<file path="src/rtl/acc_round_narrow.sv">
module acc_round_narrow #(
  parameter int ACC_W = 48,
  parameter int OUT_W = 18
) (
  input  logic             clk,
  input  logic             rst,
  input  logic [1:0]       mode,
  input  logic [1:0]       src_sel,
  input  logic             carry_in,
  input  logic [ACC_W-1:0] acc_in,
  input  logic [ACC_W-1:0] casc_in,
  output logic [ACC_W-1:0] p_full,
  output logic [OUT_W-1:0] rnd_out
);
  localparam int FRAC_W = ACC_W - OUT_W;
  localparam logic [ACC_W-1:0] NEAR_HALF = (ACC_W'(1) << (FRAC_W - 1)) - ACC_W'(1);
  localparam logic [1:0] M_TRUNC = 2'd0, M_SIMPLE = 2'd1, M_SYM = 2'd2;
  localparam logic [1:0] S_ACC = 2'd0, S_CASC = 2'd1, S_SELF = 2'd2;

  logic [ACC_W-1:0] p_reg, opnd, addend, nxt;
  logic             cy;

  always_comb begin
    case (src_sel)
      S_ACC:   opnd = acc_in;
      S_CASC:  opnd = casc_in;
      S_SELF:  opnd = p_reg;
      default: opnd = '0;
    endcase
  end

  always_comb begin
    case (mode)
      M_SIMPLE: begin addend = NEAR_HALF; cy = carry_in;         end
      M_SYM:    begin addend = NEAR_HALF; cy = ~opnd[ACC_W-1];   end
      default:  begin addend = '0;        cy = 1'b0;             end
    endcase
  end

  assign nxt = opnd + addend + ACC_W'(cy);

  always_ff @(posedge clk) begin
    if (rst) p_reg <= '0;
    else     p_reg <= nxt;
  end

  assign p_full  = p_reg;
  assign rnd_out = p_reg[ACC_W-1:FRAC_W];

  p_trunc_self_hold_r3: assert property (@(posedge clk) disable iff (rst)
    ((mode == M_TRUNC || mode == 2'd3) && src_sel == S_SELF) |=> $stable(p_full))
    else $error("truncate of own register changed it");

  p_trunc_load_r2: assert property (@(posedge clk) disable iff (rst)
    (mode == M_TRUNC && src_sel == S_ACC) |=> (p_full == $past(acc_in)))
    else $error("truncate load mismatch");

  p_simple_step_r4: assert property (@(posedge clk) disable iff (rst)
    (mode == M_SIMPLE && src_sel == S_SELF && !carry_in) |=>
      (p_full - $past(p_full) == NEAR_HALF))
    else $error("simple round step wrong");

  p_sym_pos_step_r6: assert property (@(posedge clk) disable iff (rst)
    (mode == M_SYM && src_sel == S_SELF && !p_full[ACC_W-1]) |=>
      (p_full - $past(p_full) == NEAR_HALF + ACC_W'(1)))
    else $error("symmetric round of positive value wrong");

  p_zero_src_r8: assert property (@(posedge clk) disable iff (rst)
    (mode == M_TRUNC && src_sel == 2'd3) |=> (p_full == '0))
    else $error("zero operand not zero");
endmodule

</file>
<file path="config.mk">
export PLATFORM = sky130hd
export DESIGN_NAME = acc_round_narrow
export DESIGN_NICKNAME = d
export VERILOG_FILES = /design/src/rtl/acc_round_narrow.sv
export SDC_FILE = /design/constraint.sdc
export NUM_CORES = 1
export LEC_CHECK = 0
export BUFFER_PORTS_ARGS = -buffer_cell sky130_fd_sc_hd__buf_2
export CAP_MARGIN = 20
export CORE_MARGIN = 2
export CORE_UTILIZATION = 52
export CTS_BUF_LIST = sky130_fd_sc_hd__clkbuf_4 sky130_fd_sc_hd__clkbuf_8
export DETAILED_ROUTE_END_ITERATION = 10
export HOLD_SLACK_MARGIN = 0.12
export PLACE_DENSITY_LB_ADDON = 0.05
export SLEW_MARGIN = 10
export SYNTH_ARGS = -nofsm -noshare
export SYNTH_HDL_FRONTEND = slang
export SYNTH_SLANG_ARGS = --single-unit
</file>
<file path="constraint.sdc">
create_clock -name clk -period 5.65 [get_ports clk]
set_clock_uncertainty 0.1 [all_clocks]
set_input_delay 0.565 -clock clk [delete_from_list [all_inputs] [get_ports clk]]
set_output_delay 0.565 -clock clk [all_outputs]
set_load 0.01 [all_outputs]
</file>
==> out/qor.yml <==
status: "complete, no violations"
vias: 4679
gp_congestion: 0.9041
synth_top_area_share_pct: 21.47
die_w_um: 96.77
synth_top_cell_by_area: "dfxtp_1"
cpPeakStageDelay_ns: 0.52
fmax_ghz: 0.2274
cts_setup_buffers: 0
ys_ff_latch: 48
synthFlopType: "dfxtp_1"
vias_per_cell: 5.727
ys_top_cells_by_area: "dfxtp_1 21%, mux2i_1 11%, ha_1 8.4%, nand2_1 5.7%, o21ai_0 5.3%"
crit_buf_inv: 1
grt_max_degree: 58
hold_buffers: 0
start_kind: "primary input"
setup_viol: 0
yosysWarnings: 0
slew_violations: 0
diodes: 0
hold_path.class: "in -> reg"
cts-resized-gates: 0
power_density_nw_per_um2: 256.5
regArea_sq_um: 960.9
htreeDepth: 2
rsz0062_at_grt: "no"
tns_ns: 0
cts_tree: "done"
largest_reg_flops: 48
grt_pass1_vias: 4444
period_needed_ns: 4.398
cts_root_buf: "clkbuf_8"
rows: 33
p_sw_share_pct: 40.05
drt_iter0_markers: 170
maxCapViolations: 0
port_buffers: 168
cp.required_ns: 5.76
p_leak_nw: 2.622
fillers: 770
cts_made_buffers: 5
synthArstFlopShare_pct: 0
netlist_area_sq_um: 4476
synth_edf_count: 0
netSwitchingPower_mw: 0.5470
grt_pass1_wl_um: 20730
postRouteAntennaNets: 0
wire_per_inst_um: 15.15
clock_latency_ns: 0.31
crit_family: "compound AO/OA/AOI/OAI gates"
synth_top_cells_by_count: "68 x nand2_1, 51 x nor2_1, 50 x mux2i_1"
first_pass_iters: 5
worst_ep_arrival_time_ns: 4.51
yosysMostFrequentCell: "nand2_1"
worstSetupPathType: "in -> reg"
clockBufferDepth: 2
seq_area_frac_synth_pct: 21.47
clock-sinks: 48
ys_types: 69
worst_pin_slew_ns: 1.038
pwr-share-clk_pct: 18.8
post-route-period-util_pct: 77.84
layout.nets: 846
cp-end-kind: "flip-flop"
grt_use_total_pct: 25.71
io_pins: 169
netlist_instances: 578
hold_violations: 0
relSlewSlack_pct: 30.77
core_area_sq_um: 8299
die-area_sq_um: 9364
rrSetupSlack_ns: 1.67
syn_to_final_growth_pct: 18.98
utilization_pct: 64.16
clkSlewWorstSetupHoldPaths_ns: 0.10
drive_gt1_share_pct: 27.39
antenna_found_initial: 0
drc: 0
cp_slowest_cell: "and2b_2"
multi_input_area_sq_um: 3198
comb_power_share_pct: 49.6
path_max_fanout: 28
wirelength_um: 12380
vdd_drop_max_mv: 0.1215
p_seq_share_pct: 31.5
p_int_mw: 0.8189
synth_nets: 713
start_util_pct: 53.93
dp_hpwl_um: 9447
avgSynthCellArea_sq_um: 7.743
dieHeight_um: 96.77
path_cells: "buf_2 > and2b_2 > a21oi_1 > a22oi_1 > nor2_1 > fa_1 > fa_1 > a211oi_1 > o211ai_1 > a311o_1 > a31oi_1 > o21ai_2 > a21boi_1 > a211oi_1 > mux2_1"
grt.overflow.total: 0
[final cells by class]
cell class                 count  area share [%]
sequential                    48           18.05
timing repair buffer         173           16.49
multi-input combinational    471           60.06
clock inverter                 3          0.7989
tap                          105           2.467
inverter                      12          0.8459
clock buffer                   5           1.292
[power by group through the flow]
stage / combinational [mW] / clock, mW / sequential, mW
6_report: 0.678 / 0.257 / 0.431
5_1_grt: 0.750 / 0.280 / 0.438
4_1_cts: 0.676 / 0.265 / 0.431
3_5_place_dp: 0.671 / 0 / 0.438
3_3_place_gp: 0.661 / 0 / 0.436
2_1_floorplan: 0.452 / 0 / 0.466
[cells by family after synthesis]
| family | share of synthesized area (%) |
|---|---|
| xor+xnor | 4.501 |
| buf+inv | 7.101 |
| compound gates | 24.13 |
| flops | 21.47 |
| fa+ha+maj | 9.282 |
| simple gates | 20.99 |
| mux | 12.52 |
[metrics by stage]
| stage | hold slack [ns] | instance area, sq um | cells | setup slack, ns | power, mW |
|---|---|---|---|---|---|
| final | 0.5299 | 5325 | 817 | 1.252 | 1.366 |
| after global routing | 0.5498 | 5325 | 817 | 0.8570 | 1.469 |
| after CTS | 0.5315 | 5325 | 817 | 1.203 | 1.372 |
| after detailed placement | 0.6723 | 5214 | 809 | 0.8815 | 1.109 |
| after global placement | 0.6507 | 5214 | 809 | 1.079 | 1.098 |
| after floorplan | 0.6549 | 4476 | 578 | 1.268 | 0.9184 |
[final timing paths]
path                                   from          to  cells past startpoint
worst max-delay path             src_sel[1]  p_full[32]                     15
worst min-delay path            casc_in[34]  p_full[34]                      4
worst max register to register   p_full[47]  p_full[32]                     15
worst min register to register   p_full[45]  p_full[45]                      5
[placed cells by master, fill, tap and decap left out, types with 4 or more instances in the layout]
cell and instances:
a211oi_1 6, a21o_1 14, a21oi_1 36, a2bb2oi_1 6, a31oi_1 5, and3_1 10
and4_1 4, buf_2 168, buf_4 5, clkbuf_8 5, dfxtp_1 48, ha_1 30
inv_1 12, mux2i_1 50, nand2_1 68, nand2b_1 4, nand3_1 9, nand4_1 4
nor2_1 51, nor2b_1 5, nor3_1 21, nor3b_1 5, o211ai_1 4, o21a_1 7
o21ai_0 47, o21ai_1 6, o2bb2ai_1 4, xnor2_1 11, xor2_1 12
[worst min-delay path, stage by stage]
cell	delay, ns
buf_2	0.09
a2bb2oi_1	0.10
nor2_1	0.09
nor3_1	0.06
[metal layers]
layer  vias to the layer above  GRT usage [%]  routed length, um
met5                         -              0                  0
met4                         0          5.092                 97
met3                         8          3.613                674
met2                       164          44.60               6072
met1                      2166          34.17               5532
li1                       2341              -                  -
No activity file was read; power rests on OpenSTA's default activity.
